`src/rtl/sertx_pkg.sv`:
```
package sertx_pkg;

    typedef enum logic [2:0] {
        TX_IDLE,
        TX_START,
        TX_DATA,
        TX_PARITY,
        TX_STOP
    } tx_state_e;

    typedef struct packed {
        logic [1:0] len;
        logic       par_en;
        logic       par_odd;
        logic [1:0] stop;
        logic [1:0] rate;
    } frame_cfg_t;

endpackage

```
`src/rtl/sertx_hold.sv`:
```
module sertx_hold #(
    parameter int DW = 8
) (
    input  logic          clk,
    input  logic          rst,
    input  logic          wr_en,
    input  logic [DW-1:0] wr_data,
    input  logic          take,
    output logic          full,
    output logic [DW-1:0] data
);
    logic          full_q;
    logic [DW-1:0] data_q;

    always_ff @(posedge clk) begin
        if (rst) begin
            full_q <= 1'b0;
            data_q <= '0;
        end else if (take) begin
            full_q <= 1'b0;
        end else if (wr_en && !full_q) begin
            full_q <= 1'b1;
            data_q <= wr_data;
        end
    end

    assign full = full_q;
    assign data = data_q;


    hold_keep_chk: assert property (@(posedge clk) disable iff (rst)
        full_q |=> $stable(data_q));

endmodule

```
`src/rtl/sertx_bit_timer.sv`:
```
module sertx_bit_timer #(
    parameter int CNT_W = 8
) (
    input  logic             clk,
    input  logic             rst,
    input  logic             run,
    input  logic             tick,
    input  logic [CNT_W-1:0] limit,
    output logic             bit_done
);
    logic [CNT_W-1:0] cnt_q;

    assign bit_done = run && tick && (cnt_q == limit - 1'b1);

    always_ff @(posedge clk) begin
        if (rst || !run) begin
            cnt_q <= '0;
        end else if (tick) begin
            cnt_q <= bit_done ? '0 : cnt_q + 1'b1;
        end
    end


    tick_range_chk: assert property (@(posedge clk) disable iff (rst)
        run |-> (cnt_q < limit));

endmodule

```
`src/rtl/sertx_frame_fsm.sv`:
```
module sertx_frame_fsm
    import sertx_pkg::*;
#(
    parameter int DW       = 8,
    parameter int CNT_W    = 8,
    parameter int MID_DIV  = 16,
    parameter int FAST_DIV = 64
) (
    input  logic             clk,
    input  logic             rst,
    input  logic             hold_full,
    input  logic [DW-1:0]    hold_data,
    input  frame_cfg_t       cfg,
    input  logic             bit_done,
    output logic             take,
    output logic             run,
    output logic [CNT_W-1:0] limit,
    output logic             ser_out,
    output logic             shift_empty
);
    localparam int MIN_BITS = 5;
    localparam int LEN_SPAN = DW - MIN_BITS;
    localparam int IDX_W    = $clog2(DW);

    tx_state_e        state_q, state_d;
    logic [DW-1:0]    shreg_q, shreg_d;
    logic [IDX_W-1:0] idx_q, idx_d;
    logic             par_q, par_d;
    logic [1:0]       len_q, len_d;
    logic             paren_q, paren_d;
    logic [1:0]       stop_q, stop_d;
    logic [1:0]       rate_q, rate_d;
    logic             load;
    logic [DW-1:0]    masked;
    logic [IDX_W-1:0] last_idx;

    function automatic logic [CNT_W-1:0] ticks_per_bit(input logic [1:0] r);
        unique case (r)
            2'b00:   return CNT_W'(1);
            2'b01:   return CNT_W'(MID_DIV);
            default: return CNT_W'(FAST_DIV);
        endcase
    endfunction

    function automatic logic [CNT_W-1:0] ticks_for_stop(input logic [1:0] r,
                                                        input logic [1:0] s);
        logic [CNT_W-1:0] one;
        one = ticks_per_bit(r);
        unique case (s)
            2'b00:   return one;
            2'b01:   return (r == 2'b00) ? (one << 1) : (one + (one >> 1));
            default: return one << 1;
        endcase
    endfunction

    assign masked   = hold_data & ({DW{1'b1}} >> (LEN_SPAN - int'(cfg.len)));
    assign last_idx = IDX_W'(len_q) + IDX_W'(MIN_BITS - 1);

    // next-state and datapath decisions
    always_comb begin
        state_d = state_q;
        shreg_d = shreg_q;
        idx_d   = idx_q;
        par_d   = par_q;
        len_d   = len_q;
        paren_d = paren_q;
        stop_d  = stop_q;
        rate_d  = rate_q;
        load    = 1'b0;
        unique case (state_q)
            TX_IDLE: begin
                if (hold_full) load = 1'b1;
            end
            TX_START: begin
                if (bit_done) begin
                    state_d = TX_DATA;
                    idx_d   = '0;
                end
            end
            TX_DATA: begin
                if (bit_done) begin
                    shreg_d = shreg_q >> 1;
                    par_d   = par_q ^ shreg_q[0];
                    if (idx_q == last_idx) begin
                        state_d = paren_q ? TX_PARITY : TX_STOP;
                    end else begin
                        idx_d = idx_q + 1'b1;
                    end
                end
            end
            TX_PARITY: begin
                if (bit_done) state_d = TX_STOP;
            end
            TX_STOP: begin
                if (bit_done) begin
                    if (hold_full) load = 1'b1;
                    else           state_d = TX_IDLE;
                end
            end
            default: state_d = TX_IDLE;
        endcase
        if (load) begin
            state_d = TX_START;
            shreg_d = masked;
            idx_d   = '0;
            par_d   = cfg.par_odd;
            len_d   = cfg.len;
            paren_d = cfg.par_en;
            stop_d  = cfg.stop;
            rate_d  = cfg.rate;
        end
    end

    // state register
    always_ff @(posedge clk) begin
        if (rst) begin
            state_q <= TX_IDLE;
            shreg_q <= '0;
            idx_q   <= '0;
            par_q   <= 1'b0;
            len_q   <= 2'b11;
            paren_q <= 1'b0;
            stop_q  <= 2'b00;
            rate_q  <= 2'b00;
        end else begin
            state_q <= state_d;
            shreg_q <= shreg_d;
            idx_q   <= idx_d;
            par_q   <= par_d;
            len_q   <= len_d;
            paren_q <= paren_d;
            stop_q  <= stop_d;
            rate_q  <= rate_d;
        end
    end

    // outputs
    always_comb begin
        ser_out     = 1'b1;
        shift_empty = 1'b0;
        unique case (state_q)
            TX_IDLE:   shift_empty = 1'b1;
            TX_START:  ser_out = 1'b0;
            TX_DATA:   ser_out = shreg_q[0];
            TX_PARITY: ser_out = par_q;
            TX_STOP:   ser_out = 1'b1;
            default:   shift_empty = 1'b1;
        endcase
        run   = (state_q != TX_IDLE);
        limit = (state_q == TX_STOP) ? ticks_for_stop(rate_q, stop_q)
                                     : ticks_per_bit(rate_q);
        take  = load;
    end


    idle_wait_chk: assert property (@(posedge clk) disable iff (rst)
        (state_q == TX_IDLE && !hold_full) |=> (state_q == TX_IDLE));


    start_hold_chk: assert property (@(posedge clk) disable iff (rst)
        (state_q == TX_START && !bit_done) |=> (state_q == TX_START));

endmodule

```
`src/rtl/serial_tx_dbuf.sv`:
```
module serial_tx_dbuf
    import sertx_pkg::*;
#(
    parameter int DATA_W   = 8,
    parameter int MID_DIV  = 16,
    parameter int FAST_DIV = 64
) (
    input  logic              clk,
    input  logic              rst,
    input  logic              tx_tick,
    input  logic              wr_en,
    input  logic [DATA_W-1:0] wr_data,
    input  logic [1:0]        cfg_len,
    input  logic              cfg_par_en,
    input  logic              cfg_par_odd,
    input  logic [1:0]        cfg_stop,
    input  logic [1:0]        cfg_rate,
    output logic              ser_out,
    output logic              hold_empty,
    output logic              shift_empty
);
    localparam int CNT_W = $clog2(2 * FAST_DIV + 1);

    frame_cfg_t        cfg;
    logic              hold_full;
    logic [DATA_W-1:0] hold_data;
    logic              take;
    logic              run;
    logic [CNT_W-1:0]  limit;
    logic              bit_done;

    assign cfg = '{len: cfg_len, par_en: cfg_par_en, par_odd: cfg_par_odd,
                   stop: cfg_stop, rate: cfg_rate};

    sertx_hold #(.DW(DATA_W)) u_hold (
        .clk     (clk),
        .rst     (rst),
        .wr_en   (wr_en),
        .wr_data (wr_data),
        .take    (take),
        .full    (hold_full),
        .data    (hold_data)
    );

    sertx_bit_timer #(.CNT_W(CNT_W)) u_timer (
        .clk      (clk),
        .rst      (rst),
        .run      (run),
        .tick     (tx_tick),
        .limit    (limit),
        .bit_done (bit_done)
    );

    sertx_frame_fsm #(
        .DW       (DATA_W),
        .CNT_W    (CNT_W),
        .MID_DIV  (MID_DIV),
        .FAST_DIV (FAST_DIV)
    ) u_fsm (
        .clk         (clk),
        .rst         (rst),
        .hold_full   (hold_full),
        .hold_data   (hold_data),
        .cfg         (cfg),
        .bit_done    (bit_done),
        .take        (take),
        .run         (run),
        .limit       (limit),
        .ser_out     (ser_out),
        .shift_empty (shift_empty)
    );

    assign hold_empty = !hold_full;


    reset_state_chk: assert property (@(posedge clk) disable iff (rst)
        $fell(rst) |-> (ser_out && hold_empty && shift_empty));


    accept_flag_chk: assert property (@(posedge clk) disable iff (rst)
        (wr_en && hold_empty) |=> !hold_empty);


    idle_line_chk: assert property (@(posedge clk) disable iff (rst)
        shift_empty |-> ser_out);

endmodule

```
`config.mk`:
```
export PLATFORM = sky130hd
export DESIGN_NAME = serial_tx_dbuf
export DESIGN_NICKNAME = d
export VERILOG_FILES = /design/src/rtl/sertx_pkg.sv /design/src/rtl/sertx_hold.sv /design/src/rtl/sertx_bit_timer.sv /design/src/rtl/sertx_frame_fsm.sv /design/src/rtl/serial_tx_dbuf.sv
export SDC_FILE = /design/constraint.sdc
export NUM_CORES = 1
export LEC_CHECK = 0
export BUFFER_PORTS_ARGS = -buffer_cell sky130_fd_sc_hd__clkbuf_2
export CORE_ASPECT_RATIO = 1.5
export CORE_MARGIN = 2
export CORE_UTILIZATION = 57
export DETAILED_ROUTE_END_ITERATION = 8
export PLACE_DENSITY = 0.85
export SLEW_MARGIN = 10
export SYNTH_ARGS = -nofsm -noshare
export SYNTH_HDL_FRONTEND = slang
export SYNTH_SLANG_ARGS = --single-unit
```
`constraint.sdc`:
```
create_clock -name clk -period 4.22 [get_ports clk]
set_input_delay 0.844 -clock clk [delete_from_list [all_inputs] [get_ports clk]]
set_output_delay 0.844 -clock clk [all_outputs]
set_load 0.02 [all_outputs]
```
Yosys cells after proc, flatten, opt, wreduce, memory -nomap -nowiden:

Cells that the tools add are included.

* register bits: 39
* input bits: 20
* output and inout bits: 3
* logic and storage cells: 94

* add/sub/neg operators: 6
* eq/ne operators: 22
* shift-type cells: 1
* mux-type cells: 29
* bitwise gates (word level): 4
* reduce and logical (&&, ||, !) cells: 20

Operators by type and width (number)
* 8-bit 2-to-1 mux: 6
* 8-bit by 32-bit right shift with 8-bit output, first input constant: 1
* 3-bit 2-to-1 mux: 10
* 8-bit one-hot mux with 2 select lines: 1
* 3-bit != test, second input constant: 5
* 3-bit one-hot mux with 5 select lines: 1
* 2-bit != test, second input constant: 7
* 7-bit one-hot mux with 2 select lines: 1
* 7-bit AND reduction: 2
* 7-bit by 6-bit adder with 8-bit output: 1
* 8-bit by 1-bit adder with 8-bit output, second input constant: 1
* 8-bit bitwise AND: 1
* 8-bit equality test: 1
* 8-bit by 1-bit subtractor with 8-bit output, second input constant: 1
* 1-bit 2-to-1 mux: 7
* 3-bit by 2-bit equality test with 1-bit output, second input constant: 2
* 3-bit one-hot mux with 2 select lines: 1
* 2-bit nonzero test: 3
* 2-bit by 1-bit equality test with 1-bit output, second input constant: 2
* 2-bit logical NOT: 2
* 2-bit AND reduction: 2
* 4-bit AND reduction: 1
* 4-bit OR reduction: 1
* 2-bit by 3-bit adder with 3-bit output, second input constant: 1
* 17 further kinds: 21

Depth between registers and ports, before layout:

Gate-level depths: netlist of the first run.

* depth after elaboration: 13
* gate-level depth with buffers: 11
* mapped depth without buffers: 10

Hierarchy:

From an unflattened synthesis of the first run, not the netlist that was laid out.

* cells, all modules: 276
* area total of the unflattened synthesis: 2419.8 um^2

By module, submodules not included
* sertx_frame_fsm: times used 1, cells an instance 164, area each 1372.6 um^2, seq. area each 440.4 um^2
* sertx_bit_timer: times used 1, cells an instance 73, area each 645.6 um^2, seq. area each 160.2 um^2
* sertx_hold: times used 1, cells an instance 38, area each 397.9 um^2, seq. area each 180.2 um^2
* serial_tx_dbuf: times used 1, cells an instance 1, area each 3.8 um^2, seq. area each 0.0 um^2

Worst setup path before layout of the first run:

Ideal clock, no wire load.

* path type: register to register
* start: register u_fsm.state_q[2]
* end: register u_fsm.par_q
* setup time: 0.091 ns
* arrival: 3.279 ns
* required time: 4.129 ns
* setup slack: 0.850 ns
* stages on the path, launching flop included: 11
* buffers on the path: 0
* period minus slack after synthesis: 3.370 ns
* path through: dfxtp_1 or3b_2 nor3b_1 nand2_1 ha_1 xnor2_1 a2111o_1 a2111oi_4 nand3_2 or4b_1 a311oi_1

* longest elaborated chain between the ends: 9
* elaborated cells between the ends (all ways): 15
* those cells by class: add/sub: 1; eq/ne: 3; mux: 4; reduce/logical: 7

RTL lines
* start: declaration: RTL line sertx_frame_fsm.sv:25 `tx_state_e state_q, state_d;`
* start signal: assignment: RTL line sertx_frame_fsm.sv:126 `state_q <= state_d;`
* 3-bit equality test: RTL line sertx_frame_fsm.sv:70, sertx_frame_fsm.sv:150
* 8-bit 2-to-1 mux: RTL line sertx_frame_fsm.sv:150 `limit = (state_q == TX_STOP) ? ticks_for_stop(rate_q, stop_q)`
* 8-bit by 1-bit subtractor with 8-bit output: RTL line sertx_bit_timer.sv:13 `assign bit_done = run && tick && (cnt_q == limit - 1'b1);`
* 8-bit equality test: RTL line sertx_bit_timer.sv:13
* 1-bit logical AND: RTL line sertx_bit_timer.sv:13
* 1-bit 2-to-1 mux: RTL line sertx_frame_fsm.sv:95 `if (bit_done) begin`
* 1-bit one-hot mux with 2 select lines: RTL line sertx_frame_fsm.sv:70 `unique case (state_q)`
* 2-bit nonzero test (no line)
* 2-bit AND reduction (no line)
* end signal: assignment: RTL line sertx_frame_fsm.sv:129 `par_q <= par_d;`
* end: declaration: RTL line sertx_frame_fsm.sv:28 `logic par_q, par_d;`

Several ways; a longest one is shown, not always the timed one.
A chain may end at the register's enable or synchronous reset.

Worst setup path in the final report of the first run:

* start: register u_fsm.state_q[0]
* end: register u_fsm.state_q[0]

* longest elaborated chain between the ends: 9
* elaborated cells between the ends (all ways): 23
* those cells by class: add/sub: 1; eq/ne: 12; mux: 5; reduce/logical: 5

RTL lines (RTL line)
* 3-bit equality test: sertx_frame_fsm.sv:70, sertx_frame_fsm.sv:150
* 8-bit 2-to-1 mux: sertx_frame_fsm.sv:150
* 8-bit by 1-bit subtractor with 8-bit output: sertx_bit_timer.sv:13
* 8-bit equality test: sertx_bit_timer.sv:13
* 1-bit logical AND: sertx_bit_timer.sv:13
* 1-bit 2-to-1 mux: sertx_frame_fsm.sv:95
* 1-bit one-hot mux with 2 select lines: sertx_frame_fsm.sv:70
* 3-bit by 2-bit != test with 1-bit output (no line), or another cell as far along
* 7-bit AND reduction (no line)

Several ways; a longest one is shown, not always the timed one.

==> impl_metrics.yaml, run 1 <==
sta:
  rsz0062_at_grt: "false"
  fin_hold_ws_ps: 492
  clock-skew-final_ps: 6.17
  slew_headroom_pct: 40.1
  setup_violations: 0
  finalHoldViolations: 0
  max_freq_mhz: 261
  post-route-period-util_pct: 90.9
  timing_worst_slew_pin_value_ps: 896
  timing.final.max_slew_violations: 0
  fin_tns_setup_ps: 0
  final_period_minus_worst_setup_slack_ps: 3840
setup_path:
  timing.critical_path.cells: "or3b_2, nor3b_1, nand2_1, ha_1, xnor2_1, a2111o_1, a2111oi_4, nand3_2, buf_4, o41a_1, nor4_1"
  slowest_stage: "sky130_fd_sc_hd__or3b_2"
  ff2ff_setup_slack_ps: 380
  r2r_start: "u_fsm.state_q[0]$_SDFFE_PP0P_"
  crit_required_ps: 4410
  worst_path_dominant_cell_family: "simple AND/OR/NAND/NOR gates"
  critical_path.endpoint_type: "register"
  crit_buf_inv: 1
  worst-path-max-fanout: 14
  critPathLaunchType: "register"
  timing.setup.critical_path_class: "reg -> reg"
  cpPeakStageDelay_ps: 550
  critical_path_arrival_ps: 4020
  r2r_cells: 11
  setup.worst_path.start: "u_fsm.state_q[0]$_SDFFE_PP0P_"
  rr_endpoint: "u_fsm.state_q[0]$_SDFFE_PP0P_"
global_routing:
  grt_first_pass_wirelength_um: 7790
  maximum_number_of_pins_on_one_net_before_global_route_repair: 31
  grt_antenna_before_repair: 0
  vias_in_the_first_global_route: 1753
  overflow_left_after_global_routing: 0
  groute.usage.overall_pct: 25.3
synthesis:
  synth_top_family_by_area: "compound AO/OA/AOI/OAI gates"
  yosysUniqueCellTypes: 45
  synth_top_cells_by_area: "sky130_fd_sc_hd__dfxtp_1 (38%), sky130_fd_sc_hd__nor2_1 (4.8%), sky130_fd_sc_hd__a21oi_1 (4.7%)"
  synth.cells.most_frequent: "sky130_fd_sc_hd__dfxtp_1 (39), sky130_fd_sc_hd__nor2_1 (26), sky130_fd_sc_hd__a21oi_1 (19)"
  synth_cells: 244
  mappedNetlistNets: 267
  mux_cell_area_share_after_synthesis_pct: 4.44
  synthesis.area_per_instance_um2: 8.32
  yosysTopAreaCellShare_pct: 38.4
  postSynthRegisterBits: 39
  synth_simple_gate_area_share_pct: 21.7
  synth_ff_type: "sky130_fd_sc_hd__dfxtp_1"
  synth-seq-area-share_pct: 38.4
  synth_compound_gate_area_share_pct: 23.1
  synth-xor-area-share_pct: 5.18
  adder_cell_fraction_of_synth_area_pct: 1.85
  yosys_warnings: 0
  synth_enable_flop_cells: 0
  post_synth_instance_area_mm2: 0.00203
  yosys.cell_count.top_type: "sky130_fd_sc_hd__dfxtp_1"
  synthArstFlopShare_pct: 0
  yosys.area.top_type: "sky130_fd_sc_hd__dfxtp_1"
routing:
  drcViolationCount: 0
  antenna_left: 0
  drt_iter0_drc: 58
  routed_via_density: 6.07
  drt_pass1_iterations: 4
  routed-via-count: 1864
  final_wl_um: 4690
  route.detailed.wl_per_inst_um: 15.3
min_path:
  min_from: "u_fsm.shreg_q[7]$_SDFFE_PP0P_"
  worstHoldPathCells: 2
  hold_class: "reg -> reg"
  timing.hold.worst_endpoint: "u_fsm.shreg_q[7]$_SDFFE_PP0P_"
floorplanning:
  rows: 26
  placeableCoreArea_mm2: 0.00342
  die-area_mm2: 0.00407
  io-pin-count: 23
  die_height_um: 77.1
  floorplan.initialDensity_pct: 59.5
  die-width_um: 52.7
run_status:
  run_status: "complete, no violations"
final_layout:
  layout.nets: 287
  area_growth_syn_to_layout_pct: 11.6
  antenna_cells: 0
  post_route_cells_drive_above_1_share_pct: 15.1
  num-fill-cells: 304
  fin_cells: 307
placed_design:
  place_congestion: 0.932
  numPlacedInstances: 299
  quantity_of_i_o_buffers_inserted_on_ports: 22
  dp_hpwl_um: 3430
clock_tree:
  clock_tree_from_tritoncts: "yes"
  worst_setup_hold_path_clk_slew_ps: 80
  cts-hold-fix-buffers: 0
  cts.repair_timing.setup_buffer_count: 0
  root_buffer_selected_by_cts: "sky130_fd_sc_hd__clkbuf_8"
  tritoncts.num_buffers: 5
  worstSkewPairLatency_ps: 300
  cts_repair_resizes: 0
  clock_tree.buffer_depth: 2
  htreeDepth: 2
  cts_sinks: 39
job:
  max_cap_viol_count: 0
pwr:
  cellPowerDensity_mw_per_mm2: 343
  report.power.total_w: 0.000778
  power.static_leakage_nw: 0.842
  ir_worst_vdd_mv: 0.333
-- how the worst max path moves through the flow --
| stage | to | slack, ps | depth (start not counted) |
|---|---|---|---|
| 2_1_floorplan | u_fsm.par_q$_SDFFE_PP0P_ | 850 | 10 |
| 3_3_place_gp | u_fsm.state_q[0]$_SDFFE_PP0P_ | 590 | 11 |
| 3_5_place_dp | u_fsm.state_q[0]$_SDFFE_PP0P_ | 500 | 11 |
| 4_1_cts | u_fsm.state_q[0]$_SDFFE_PP0P_ | 430 | 11 |
| 5_1_grt | u_fsm.state_q[0]$_SDFFE_PP0P_ | 120 | 11 |
| 6_report | u_fsm.state_q[0]$_SDFFE_PP0P_ | 380 | 11 |
-- state kept, by name, summed over array words and instances (netlist names) --
name           count
u_fsm.len_q        2
u_timer.cnt_q      8
u_hold.data        8
u_fsm.shreg_q      8
u_fsm.rate_q       2
u_fsm.state_q      3
u_hold.full        1
u_fsm.par_q        1
u_fsm.idx_q        3
u_fsm.stop_q       2
u_fsm.paren_q      1
-- cell type report --
cell class	count	area, um^2	area share, %
clock buffers	5	68.8	3.04
clock inverters	3	23.8	1.05
inverters	15	56.3	2.48
multi-input cells	177	1140	50.5
flip-flops and latches	39	781	34.5
well taps	42	52.6	2.32
repair buffers	26	140	6.18
-- worst reg2reg max path, delay by kind of cell (launching register included) --
family | cells | cell delay (ps)
AND/OR/NAND/NOR | 5 | 1360
AO/OA/AOI/OAI | 3 | 1290
flip-flops | 1 | 440
adder cells (fa/ha/maj) | 1 | 300
buffers and inverters | 1 | 210
XOR/XNOR | 1 | 120
-- layout by cell type (no fill, tap or decap), drive strengths merged, types with 2 or more instances in the layout --
cell type and instances:
o21ai 17, o32a 4, nand3 12, dfxtp 39, o211ai 4, a31oi 4, buf 4, clkinvlp 2
nand2 9, o31ai 2, o21a 3, ha 3, a311oi 2, a21oi 19, nor2 26, clkbuf 27
nor3b 2, nand4bb 2, mux2i 9, or3 3, nand4 4, inv 16, nor3 8, xor2 6
or2 2, a211oi 5, xnor2 6, and3 6, nor2b 3, nand3b 2
-- where the power goes --
group | leakage, nW | switching (W) | internal [W]
Sequential | 0.318 | 0.0000165 | 0.000385
Combinational | 0.483 | 0.0000639 | 0.0000460
Clock | 0.0408 | 0.000148 | 0.000118
-- cells by family after synthesis --
logic type,after synthesis
DFF,39
muxes,9
adders and majority gates,3
AOI/OAI and AO/OA,69
xor gates and xnor gates,12
and+or+nand+nor,84
buffers and inverters,28
-- metrics by stage --
stage | cell area, um^2 | utilization [%] | setup slack [ps]
finish | 2270 | 66.3 | 383
global route | 2270 | 66.3 | 125
CTS | 2270 | 66.3 | 431
detailed placement | 2170 | 63.6 | 496
global placement | 2170 | 63.6 | 593
floorplan | 2030 | - | 850
-- per-layer routing --
| metal | part of all wire [%] | track usage, % |
|---|---|---|
| met1 | 41 | 28.6 |
| met5 | 0 | 0 |
| met3 | 4.6 | 5.25 |
| met4 | 3.5 | 12.8 |
| met2 | 51 | 42.9 |
(Power assumes the default switching activity.)
==> run 2: changes to the inputs <==
--- a/config.mk
+++ b/config.mk
@@ -12,3 +12,3 @@
 export DETAILED_ROUTE_END_ITERATION = 8
-export PLACE_DENSITY = 0.85
+export PLACE_DENSITY = 0.84
 export SLEW_MARGIN = 10
==> constraint.sdc (replaced) <==
create_clock -name clk -period 4.22 [get_ports clk]
set_input_delay 0.422 -clock clk [delete_from_list [all_inputs] [get_ports clk]]
set_output_delay 0.422 -clock clk [all_outputs]
set_load 0.02 [all_outputs]
==> run 2 against run 1 <==
  * Worst setup slack improved by 5.3 ps
  * Fmax increased by 0.14%
  * Sequential share of layout area fell by 0.38 points
  * Critical path type unchanged
  * Non-clock buffer count unchanged
  * Register-to-register slack barely moved
==> impl_metrics.yaml, run 2 (same netlist as run 1, synthesis figures left out) <==
sta:
  finalHoldViolations: 0
  max_freq_mhz: 261
  rsz0062_at_grt: "false"
  clock-skew-final_ps: 5.01
  fin_tns_setup_ps: 0
  fin_ws_ps: 388
  final_period_minus_worst_setup_slack_ps: 3830
  setup_violations: 0
  fin_hold_ws_ps: 345
  timing.final.max_slew_violations: 0
  timing_worst_slew_pin_value_ps: 894
  slew_headroom_pct: 40.3
  post-route-period-util_pct: 90.8
global_routing:
  overflow_left_after_global_routing: 0
  vias_in_the_first_global_route: 1674
  grt_first_pass_wirelength_um: 7480
  maximum_number_of_pins_on_one_net_before_global_route_repair: 31
  grt_antenna_before_repair: 0
  groute.usage.overall_pct: 24.2
final_layout:
  sequential_standard_cell_area_um2: 781
  area_growth_syn_to_layout_pct: 12.8
  highest_count_cells_in_the_layout_ignoring_fill_and_taps: "sky130_fd_sc_hd__dfxtp_1 (39), sky130_fd_sc_hd__nor2_1 (26), sky130_fd_sc_hd__clkbuf_2 (22), sky130_fd_sc_hd__a21oi_1 (19), sky130_fd_sc_hd__o21ai_0 (17)"
  post_route_cells_drive_above_1_share_pct: 15.1
  multi_input_area_mm2: 0.00114
  antenna_cells: 0
  layout.nets: 287
  num-fill-cells: 298
  final_common_cell: "sky130_fd_sc_hd__dfxtp_1"
floorplanning:
  rows: 26
  io-pin-count: 23
  floorplan.initialDensity_pct: 59.5
  die_height_um: 77.1
  die-area_mm2: 0.00407
  placeableCoreArea_mm2: 0.00342
  die-width_um: 52.7
pwr:
  cellPowerDensity_mw_per_mm2: 364
  ir_worst_vdd_mv: 0.243
  power.static_leakage_nw: 0.863
  report.power.total_w: 0.000834
setup_path:
  worst-path-max-fanout: 14
  cpPeakStageDelay_ps: 560
  critical_path_arrival_ps: 4060
  critPathLaunchType: "register"
  timing.critical_path.cells: "or3b_2, nor3b_1, nand2_1, ha_1, xnor2_1, a2111o_1, a2111oi_4, a31oi_1, buf_4, o32a_1, a21oi_1"
  critical_path.endpoint_type: "register"
  slowest_stage: "sky130_fd_sc_hd__or3b_2"
  timing.setup.critical_path_class: "reg -> reg"
  crit_required_ps: 4440
clock_tree:
  root_buffer_selected_by_cts: "sky130_fd_sc_hd__clkbuf_8"
  cts.repair_timing.setup_buffer_count: 0
  clock_tree_from_tritoncts: "yes"
  htreeDepth: 2
  clock_tree.buffer_depth: 2
  cts-hold-fix-buffers: 0
  worst_setup_hold_path_clk_slew_ps: 80
  cts_sinks: 39
  worstSkewPairLatency_ps: 300
  cts_repair_resizes: 0
  tritoncts.num_buffers: 5
job:
  max_cap_viol_count: 0
placed_design:
  place_congestion: 0.898
  detailedPlace.worstSlack_ps: 422
  quantity_of_i_o_buffers_inserted_on_ports: 22
  dp_hpwl_um: 3230
routing:
  routed-via-count: 1864
  routed_via_density: 6.07
  route.detailed.wl_per_inst_um: 14.7
  drt_pass1_iterations: 4
  drt_iter0_drc: 58
  drcViolationCount: 0
  final_wl_um: 4500
  antenna_left: 0
run_status:
  run_status: "complete, no violations"
min_path:
  hold_class: "in -> reg"
==> run 2: cell count changes in the layout (fill, tap and decap cells not counted) <==
| cell | before | now |
|---|---|---|
| sky130_fd_sc_hd__clkinv_2 | 0 | 1 |
| sky130_fd_sc_hd__bufinv_16 | 0 | 1 |
| sky130_fd_sc_hd__clkinvlp_4 | 2 | 0 |
| sky130_fd_sc_hd__inv_6 | 1 | 0 |
| sky130_fd_sc_hd__clkbuf_8 | 5 | 6 |
==> run 2: layer usage <==
metal / share of wire (%) / track usage, % / wire length (um) / vias to the layer above
met5: 0 / 0 / 0 / -
met4: 2.5 / 10.3 / 114 / 0
met3: 4.1 / 4.28 / 183 / 11
met2: 53 / 42.3 / 2390 / 54
met1: 40 / 27.6 / 1810 / 870
li1: - / - / - / 929
==> run 2: critical path: cells and delay by family, from the launching register on <==
family / cells / cell delay, ps
flops: 1 / 430
xor+xnor: 1 / 120
simple gates: 3 / 1000
compound gates: 5 / 1620
fa+ha+maj: 1 / 290
buf+inv: 1 / 290
==> run 2: layout make-up <==
type | count | share of cell area (%)
Inverter | 15 | 2.46
Multi-Input combinational cell | 177 | 49.9
Sequential cell | 39 | 34.1
Clock buffer | 6 | 3.60
Timing Repair Buffer | 26 | 6.12
Clock inverter | 2 | 1.53
Tap cell | 42 | 2.29
==> run 2: worst paths after layout <==
check                                                    from                            end  slack, ps  cells past startpoint
worst max-delay path            u_fsm.state_q[0]$_SDFFE_PP0P_  u_fsm.shreg_q[1]$_SDFFE_PP0P_        390                     11
worst min-delay path                               wr_data[2]    u_hold.data[2]$_SDFFE_PP0P_        350                      3
worst max register to register  u_fsm.state_q[0]$_SDFFE_PP0P_  u_fsm.shreg_q[1]$_SDFFE_PP0P_        390                     11
worst min register to register    u_hold.data[7]$_SDFFE_PP0P_    u_hold.data[7]$_SDFFE_PP0P_        500                      2
==> run 2: metrics by stage <==
stage / instances / utilization [%] / area [um^2]
after floorplan: 244 / - / 2030
after global placement: 299 / 63.6 / 2170
after detailed placement: 299 / 63.6 / 2170
after CTS: 307 / 67.1 / 2290
after global routing: 307 / 67.1 / 2290
final: 307 / 67.1 / 2290
==> run 2: report_power, final <==
part	switching (W)	total [W]	leakage, nW	internal (W)
clock	0.000134	0.000325	0.0612	0.000191
combinational	0.0000612	0.000107	0.483	0.0000460
sequential	0.0000167	0.000402	0.318	0.000385
